**src/rtl/cfg_keyed_pkg.sv**
```systemverilog
package cfg_keyed_pkg;

  typedef enum logic [1:0] {
    KS_LOCKED = 2'd0,
    KS_HALF   = 2'd1,
    KS_OPEN   = 2'd2
  } kick_state_e;

  // Next state of the unlock sequencer for one bus cycle.
  function automatic kick_state_e kick_step(kick_state_e cur,
                                            logic hit_first, logic hit_second,
                                            logic good_first, logic good_second);
    kick_state_e nxt;
    nxt = cur;
    if (hit_first) begin
      if (!good_first)          nxt = KS_LOCKED;
      else if (cur == KS_OPEN)  nxt = KS_OPEN;
      else                      nxt = KS_HALF;
    end else if (hit_second) begin
      if (good_second && cur != KS_LOCKED) nxt = KS_OPEN;
      else                                 nxt = KS_LOCKED;
    end
    return nxt;
  endfunction

  // Two-bit device field number idx of a control word.
  function automatic logic [1:0] wide_field(logic [31:0] word, int unsigned idx);
    return word[2*idx +: 2];
  endfunction

endpackage

```
**src/rtl/kick_seq.sv**
```systemverilog
module kick_seq
  import cfg_keyed_pkg::*;
#(
  parameter int unsigned DATA_W = 32,
  parameter logic [31:0] KEY_FIRST  = 32'h83E7_0B13,
  parameter logic [31:0] KEY_SECOND = 32'h95A4_F1E0
) (
  input  logic              clk,
  input  logic              rst_n,
  input  logic              wr_first,
  input  logic              wr_second,
  input  logic [DATA_W-1:0] wdata,
  output logic              open_o
);

  kick_state_e state_q, state_d;
  logic good_first, good_second;

  assign good_first  = (wdata == KEY_FIRST[DATA_W-1:0]);
  assign good_second = (wdata == KEY_SECOND[DATA_W-1:0]);

  always_comb state_d = kick_step(state_q, wr_first, wr_second, good_first, good_second);

  always_ff @(posedge clk or negedge rst_n) begin
    if (!rst_n) state_q <= KS_LOCKED;
    else        state_q <= state_d;
  end

  assign open_o = (state_q == KS_OPEN);

  // the bank only opens on a correct second key
  assert_open_needs_second_key_R2: assert property (@(posedge clk) disable iff (!rst_n)
    $rose(open_o) |-> $past(wr_second && wdata == KEY_SECOND[DATA_W-1:0]));

  // any bad kick value leaves the bank locked
  assert_bad_kick_relocks_R3: assert property (@(posedge clk) disable iff (!rst_n)
    ((wr_first && wdata != KEY_FIRST[DATA_W-1:0]) ||
     (wr_second && wdata != KEY_SECOND[DATA_W-1:0])) |=> !open_o);

endmodule

```
**src/rtl/dev_ctl_bank.sv**
```systemverilog
module dev_ctl_bank
  import cfg_keyed_pkg::*;
#(
  parameter int unsigned DATA_W   = 32,
  parameter int unsigned N_WIDE   = 12,
  parameter int unsigned N_STICKY = 2,
  parameter logic [1:0]  WIDE_EN  = 2'd1,
  parameter logic [1:0]  TOP_EN   = 2'd3,
  localparam int unsigned NDEV    = N_WIDE + 1 + N_STICKY
) (
  input  logic                clk,
  input  logic                rst_n,
  input  logic                ctl_we,
  input  logic                sticky_we,
  input  logic [DATA_W-1:0]   wdata,
  output logic [DATA_W-1:0]   ctl_q,
  output logic [N_STICKY-1:0] sticky_q,
  output logic [NDEV-1:0]     dev_en
);

  always_ff @(posedge clk or negedge rst_n) begin
    if (!rst_n)      ctl_q <= '0;
    else if (ctl_we) ctl_q <= wdata;
  end

  // Sticky enables: a write may only add set bits.
  always_ff @(posedge clk or negedge rst_n) begin
    if (!rst_n)         sticky_q <= '0;
    else if (sticky_we) sticky_q <= sticky_q | wdata[N_STICKY-1:0];
  end

  for (genvar i = 0; i < N_WIDE; i++) begin : g_wide
    assign dev_en[i] = (wide_field(32'(ctl_q), i) == WIDE_EN);
  end

  assign dev_en[N_WIDE] = (ctl_q[DATA_W-1 -: 2] == TOP_EN);

  for (genvar j = 0; j < N_STICKY; j++) begin : g_sticky
    assign dev_en[N_WIDE+1+j] = sticky_q[j];
  end

  // the control word changes only on a granted write
  assert_ctl_needs_grant_R4: assert property (@(posedge clk) disable iff (!rst_n)
    (ctl_q != $past(ctl_q)) |-> $past(ctl_we));

  // sticky enables never fall
  assert_sticky_no_clear_R7: assert property (@(posedge clk) disable iff (!rst_n)
    1'b1 |=> ((sticky_q & $past(sticky_q)) == $past(sticky_q)));

endmodule

```
**src/rtl/cfg_keyed_regs.sv**
```systemverilog
module cfg_keyed_regs
  import cfg_keyed_pkg::*;
#(
  parameter int unsigned ADDR_W    = 19,
  parameter int unsigned DATA_W    = 32,
  parameter int unsigned N_WIDE    = 12,
  parameter int unsigned N_STICKY  = 2,
  parameter int unsigned ONCE_W    = 8,
  parameter logic [31:0] OFF_KICK0 = 32'h0000_0038,
  parameter logic [31:0] OFF_KICK1 = 32'h0000_003C,
  parameter logic [31:0] OFF_PRIV  = 32'h0000_041C,
  parameter logic [31:0] OFF_LOCK  = 32'h0004_0004,
  parameter logic [31:0] OFF_CTL   = 32'h0004_0008,
  parameter logic [31:0] OFF_STKY  = 32'h0004_002C,
  parameter logic [31:0] OFF_ONCE  = 32'h0004_0030,
  parameter logic [31:0] KICK_KEY0 = 32'h83E7_0B13,
  parameter logic [31:0] KICK_KEY1 = 32'h95A4_F1E0,
  parameter logic [31:0] LOCK_KEY  = 32'h0F0A_0B00,
  parameter logic [31:0] PRIV_RST  = 32'hAAAA_AAAA,
  localparam int unsigned NDEV     = N_WIDE + 1 + N_STICKY
) (
  input  logic              clk,
  input  logic              rst_n,
  input  logic [ADDR_W-1:0] bus_addr,
  input  logic              bus_we,
  input  logic [DATA_W-1:0] bus_wdata,
  output logic [DATA_W-1:0] bus_rdata,
  output logic [NDEV-1:0]   dev_en,
  output logic              blocked_err
);

  // Address decode
  logic hit_k0, hit_k1, hit_priv, hit_lock, hit_ctl, hit_stky, hit_once, hit_prot;
  assign hit_k0   = (bus_addr == OFF_KICK0[ADDR_W-1:0]);
  assign hit_k1   = (bus_addr == OFF_KICK1[ADDR_W-1:0]);
  assign hit_priv = (bus_addr == OFF_PRIV[ADDR_W-1:0]);
  assign hit_lock = (bus_addr == OFF_LOCK[ADDR_W-1:0]);
  assign hit_ctl  = (bus_addr == OFF_CTL[ADDR_W-1:0]);
  assign hit_stky = (bus_addr == OFF_STKY[ADDR_W-1:0]);
  assign hit_once = (bus_addr == OFF_ONCE[ADDR_W-1:0]);
  assign hit_prot = hit_priv | hit_lock | hit_ctl | hit_stky | hit_once;

  // Unlock sequencer
  logic kick_open;
  kick_seq #(
    .DATA_W    (DATA_W),
    .KEY_FIRST (KICK_KEY0),
    .KEY_SECOND(KICK_KEY1)
  ) i_kick (
    .clk      (clk),
    .rst_n    (rst_n),
    .wr_first (bus_we & hit_k0),
    .wr_second(bus_we & hit_k1),
    .wdata    (bus_wdata),
    .open_o   (kick_open)
  );

  // Stored words
  logic [DATA_W-1:0] lock_q, priv_q;
  logic [ONCE_W-1:0] once_q;
  logic              once_done;
  logic              lock_ok;
  assign lock_ok = (lock_q == LOCK_KEY[DATA_W-1:0]);

  // Write grants, one per protected word
  logic lock_we, ctl_we, stky_we, priv_we, once_we, wr_refused;
  assign lock_we    = bus_we & hit_lock & kick_open;
  assign ctl_we     = bus_we & hit_ctl  & kick_open & lock_ok;
  assign stky_we    = bus_we & hit_stky & kick_open;
  assign priv_we    = bus_we & hit_priv & kick_open;
  assign once_we    = bus_we & hit_once & kick_open & !once_done;
  assign wr_refused = bus_we & hit_prot & !(lock_we | ctl_we | stky_we | priv_we | once_we);

  always_ff @(posedge clk or negedge rst_n) begin
    if (!rst_n) begin
      lock_q <= '0;
      priv_q <= PRIV_RST[DATA_W-1:0];
    end else begin
      if (lock_we) lock_q <= bus_wdata;
      if (priv_we) priv_q <= bus_wdata;
    end
  end

  always_ff @(posedge clk or negedge rst_n) begin
    if (!rst_n) begin
      once_q    <= '0;
      once_done <= 1'b0;
    end else if (once_we) begin
      once_q    <= bus_wdata[ONCE_W-1:0];
      once_done <= 1'b1;
    end
  end

  always_ff @(posedge clk or negedge rst_n) begin
    if (!rst_n)          blocked_err <= 1'b0;
    else if (wr_refused) blocked_err <= 1'b1;
  end

  // Device enable bank
  logic [DATA_W-1:0]   ctl_q;
  logic [N_STICKY-1:0] stky_q;
  dev_ctl_bank #(
    .DATA_W  (DATA_W),
    .N_WIDE  (N_WIDE),
    .N_STICKY(N_STICKY)
  ) i_bank (
    .clk      (clk),
    .rst_n    (rst_n),
    .ctl_we   (ctl_we),
    .sticky_we(stky_we),
    .wdata    (bus_wdata),
    .ctl_q    (ctl_q),
    .sticky_q (stky_q),
    .dev_en   (dev_en)
  );

  // Read mux: keys never come back out
  always_comb begin
    bus_rdata = '0;
    if (hit_priv)      bus_rdata = priv_q;
    else if (hit_ctl)  bus_rdata = ctl_q;
    else if (hit_stky) bus_rdata = {{(DATA_W-N_STICKY){1'b0}}, stky_q};
    else if (hit_once) bus_rdata = {{(DATA_W-ONCE_W){1'b0}}, once_q};
  end

  // the privilege word moves only while the bank was open
  assert_priv_needs_open_R8: assert property (@(posedge clk) disable iff (!rst_n)
    (priv_q != $past(priv_q)) |-> $past(kick_open));

  // the write-once field is frozen after its first write
  assert_once_frozen_R9: assert property (@(posedge clk) disable iff (!rst_n)
    once_done |=> $stable(once_q));

  // the refusal flag is sticky
  assert_err_sticky_R10: assert property (@(posedge clk) disable iff (!rst_n)
    blocked_err |=> blocked_err);

  // key registers read zero
  assert_keys_hidden_R5: assert property (@(posedge clk) disable iff (!rst_n)
    (hit_k0 | hit_k1 | hit_lock) |-> (bus_rdata == '0));

endmodule

```
**config.mk**
```make
export PLATFORM = sky130hd
export DESIGN_NAME = cfg_keyed_regs
export DESIGN_NICKNAME = d
export VERILOG_FILES = /design/src/rtl/cfg_keyed_pkg.sv /design/src/rtl/kick_seq.sv /design/src/rtl/dev_ctl_bank.sv /design/src/rtl/cfg_keyed_regs.sv
export SDC_FILE = /design/constraint.sdc
export NUM_CORES = 1
export LEC_CHECK = 0
export CAP_MARGIN = 10
export CORE_MARGIN = 3
export CORE_UTILIZATION = 50
export CTS_BUF_LIST = sky130_fd_sc_hd__clkbuf_8
export DETAILED_ROUTE_END_ITERATION = 12
export DONT_BUFFER_PORTS = 1
export HOLD_SLACK_MARGIN = 0.05
export PLACE_DENSITY = 0.78
export SLEW_MARGIN = 10
export SYNTH_ARGS = -nofsm -noshare
export SYNTH_HDL_FRONTEND = slang
export SYNTH_SLANG_ARGS = --single-unit
```
**constraint.sdc**
```tcl
create_clock -name clk -period 2 [get_ports clk]
set_input_delay 0.1 -clock clk [delete_from_list [all_inputs] [get_ports clk]]
set_output_delay 0.1 -clock clk [all_outputs]
set_load 0.01 [all_outputs]
```
==> metrics.md <==
| Metric | Value |
|---|---|
| WP buf/inv | `2` |
| CTS max path bufs | `2` |
| Final Max Tran Viols | `0` |
| Worst setup margin | `35.5 ps` |
| #FFs+latches synth | `110` |
| Ports | `102` |
| Reg2reg path depth | `7` |
| DRC viols | `0` |
| CP cell instances | `nor4_2 > nand4_1 > nor2_1 > buf_4 > nand4_4 > buf_12 > mux2_4` |
| Root buffer cell | `clkbuf_8` |
| Worst-margin pin slew | `590 ps` |
| CP Depth | `7` |
| CP max FO | `18` |
| Synth-to-Final Area Change | `19.2%` |
| MaxCap Viol Count | `0` |
| DIE AREA | `11,900 µm²` |
| Power Total | `3.84 mW` |
| DR WL/cell | `22.0 µm` |
| Final Cell Area | `6310 µm²` |
| Worst path slowest cell | `dfrtp_1` |
| Die Wd | `109 µm` |
| Vias | `3,569` |
| Antenna diodes | `0` |
| Placer Congestion | `0.840` |
| Post-DP HPWL | `8370 µm` |
| TritonCTS clock tree | `done` |
| Layout cells sized above 1 | `39.1%` |
| Final cell count without fillers | `588` |
| Top layer in use | `met4` |
| Failing checks | `negative hold slack` |
| Critical Path Sink Type | `flip-flop` |
| Library cells used by synthesis | `46` |
| Initial antenna violation count | `0` |
| Commonest cells post-synth | `dfrtp_1 (94), mux2_2 (69), mux2_4 (30), a22o_1 (24), dfstp_2 (16)` |
| Pin count of the biggest net entering global routing | `111` |
| Synthesized area | `5300 µm²` |
| Setup WS pre-CTS | `-89.1 ps` |
| Top cell type's share of synthesized area | `44.4%` |
| Total Routing Usage GR | `22.7%` |
| FILL cells | `801` |
| Detailed router's first-iteration violation count | `196` |
| CP Launch Type | `flip-flop` |
| Fin nets | `504` |
| Min Tclk post-route | `1960 ps` |
| Top Family by Delay on Critical Path | `simple AND/OR/NAND/NOR gates` |
| Sequential fraction of the synthesis area | `52.3%` |
| Setup violators final | `0` |
| GR Overflow Total | `0` |
| Sink Count | `110` |
| Worst Skew | `14.7 ps` |
| Starting density of the core | `52.8%` |
| CTS HTree Levels | `3` |
| Fin crit share | `98.2%` |
| Final hold vios | `110` |
| Outcome | `complete, but fails checks` |
| Asr flop ratio synth | `100%` |
| Drt first pass iters | `4` |
| Number of global-route vias before repair | `3,800` |
| Maximum VDD drop | `0.367 mV` |
| Fmax achieved | `509 MHz` |
| Fin Hold WS | `-589 ps` |
| Synth area leader | `dfrtp_1` |
| Cells after Synth | `398` |
| Die H | `109 µm` |
| P_leak | `3.06 nW` |
| Max-slew headroom | `60.5%` |
| Via-to-Cell Ratio | `6.07` |
| FP Rows | `36` |
| Slowest stage delay, CP | `410 ps` |
| Hold WC Path Type | `in -> async` |
| Kind of critical path | `reg -> reg` |
| Placed Instance Area | `5700 µm²` |
| Routed wl met3 | `575 µm` |
| Worst Path Required | `2260 ps` |
| Pwr/cell area | `608 nW/µm²` |
| Post-synth EDFFs | `0` |
| Placed cells | `537` |
| Setup TNS | `0 ps` |
| Ys Warns | `0` |
| WL final | `12,900 µm` |
| Most frequent cell after synthesis | `dfrtp_1` |
| RSZ-0062 raised after global routing | `true` |
| Antenna viol nets, final | `0` |
| Post-CTS setup buffers | `0` |
| Syn Area/Cell | `13.3 µm²` |
| Ranking of synthesized cells by area | `dfrtp_1 (44%), mux2_2 (15%), mux2_4 (8.5%), dfstp_2 (7.9%), a22o_1 (4.0%)` |
| First-pass GRT wire length | `20,300 µm` |
| Placeable Area | `10,000 µm²` |
| Port Buffers | `0` |
| Syn nets | `452` |
| Clk slew on worst S/H paths | `100 ps` |
| Cts-stage hold buffer count | `35` |
| Clk_lat worst skew | `380 ps` |
| M1 wire length | `5930 µm` |
| CTS buffer count | `9` |
| Primary FF master, synth | `dfrtp_1` |
| DR WL met2 | `6180 µm` |
| Reg-to-reg slack, setup | `40 ps` |
| Crit path DAT | `2230 ps` |
## repair_timing
action                                 4_1_cts  5_1_grt
endpoints found under the hold margin      220      110
resized for setup                            4        6
setup endpoints to repair                    6       39
## sequential cells by signal, indices dropped and copies added (netlist names)
signal           count
i_kick.state_q       2
lock_q              32
blocked_err          1
i_bank.sticky_q      2
i_bank.ctl_q        32
priv_q              32
once_done            1
once_q               8
## through the flow
stage               hold slack (ps)  utilization (%)
CTS                            -613             62.5
floorplan                      -196                -
finish                         -589             62.9
global route                   -620             62.9
detailed placement             -194             56.7
global placement               -192             56.7
## cell families (layout without fill, tap and decap cells)
group,after synthesis,after routing,share of synthesized area (%)
flip-flops,110,110,52.3
multiplexers,106,106,24.7
AND/OR/NAND/NOR,103,103,12.8
AO/OA/AOI/OAI,54,54,7.84
buffers and inverters,25,82,2.36
## cells in the final DEF, fill, tap and decap left out, types with 4 or more instances in the layout
| master | n |
|---|---|
| dfrtp_1 | 94 |
| mux2_2 | 69 |
| dlygate4sd3_1 | 35 |
| mux2_4 | 30 |
| a22o_1 | 24 |
| buf_4 | 17 |
| dfstp_2 | 16 |
| nor2b_1 | 14 |
| nor2_1 | 11 |
| nand2_1 | 11 |
| clkbuf_8 | 9 |
| buf_12 | 9 |
| a31oi_1 | 8 |
| nand4_1 | 7 |
| nor4_1 | 7 |
| mux2_1 | 7 |
| o22ai_1 | 6 |
| nor3_1 | 5 |
| nor4b_1 | 5 |
| and3_1 | 4 |
| o211ai_1 | 4 |
## area by class of cell
class                           count  area, µm²  area share [%]
Sequential cell                   110       2770            43.9
Multi-Input combinational cell    263       2460            39.0
Timing Repair Buffer               63        681            10.8
Tap cell                          133        166            2.64
Clock buffer                        9        124            1.96
Clock inverter                      7       96.3            1.53
Inverter                            3       11.3           0.178
## path summary, 6_finish.rpt
kind | startpoint | end
min | rst_n | i_bank.ctl_q[5]
min in group clk | bus_wdata[16] | i_kick.state_q[1]
max in group asynchronous | rst_n | priv_q[15]
min reg2reg | once_done | once_done
max | lock_q[12] | i_bank.ctl_q[28]
max reg2reg | lock_q[12] | i_bank.ctl_q[28]
## per-layer routing
metal | global-route usage, % | up-vias
li1 | - | 1605
met1 | 31.3 | 1861
met3 | 4.62 | 19
met2 | 35.8 | 84
met5 | 0 | -
met4 | 7.84 | 0
## report_power, final
group          internal, mW  total (mW)  switching [mW]
Combinational        0.0690       0.133          0.0636
Clock                 0.711        1.48           0.773
Sequential             2.22        2.22      0.00000866
No activity file was read; power rests on OpenSTA's default activity.
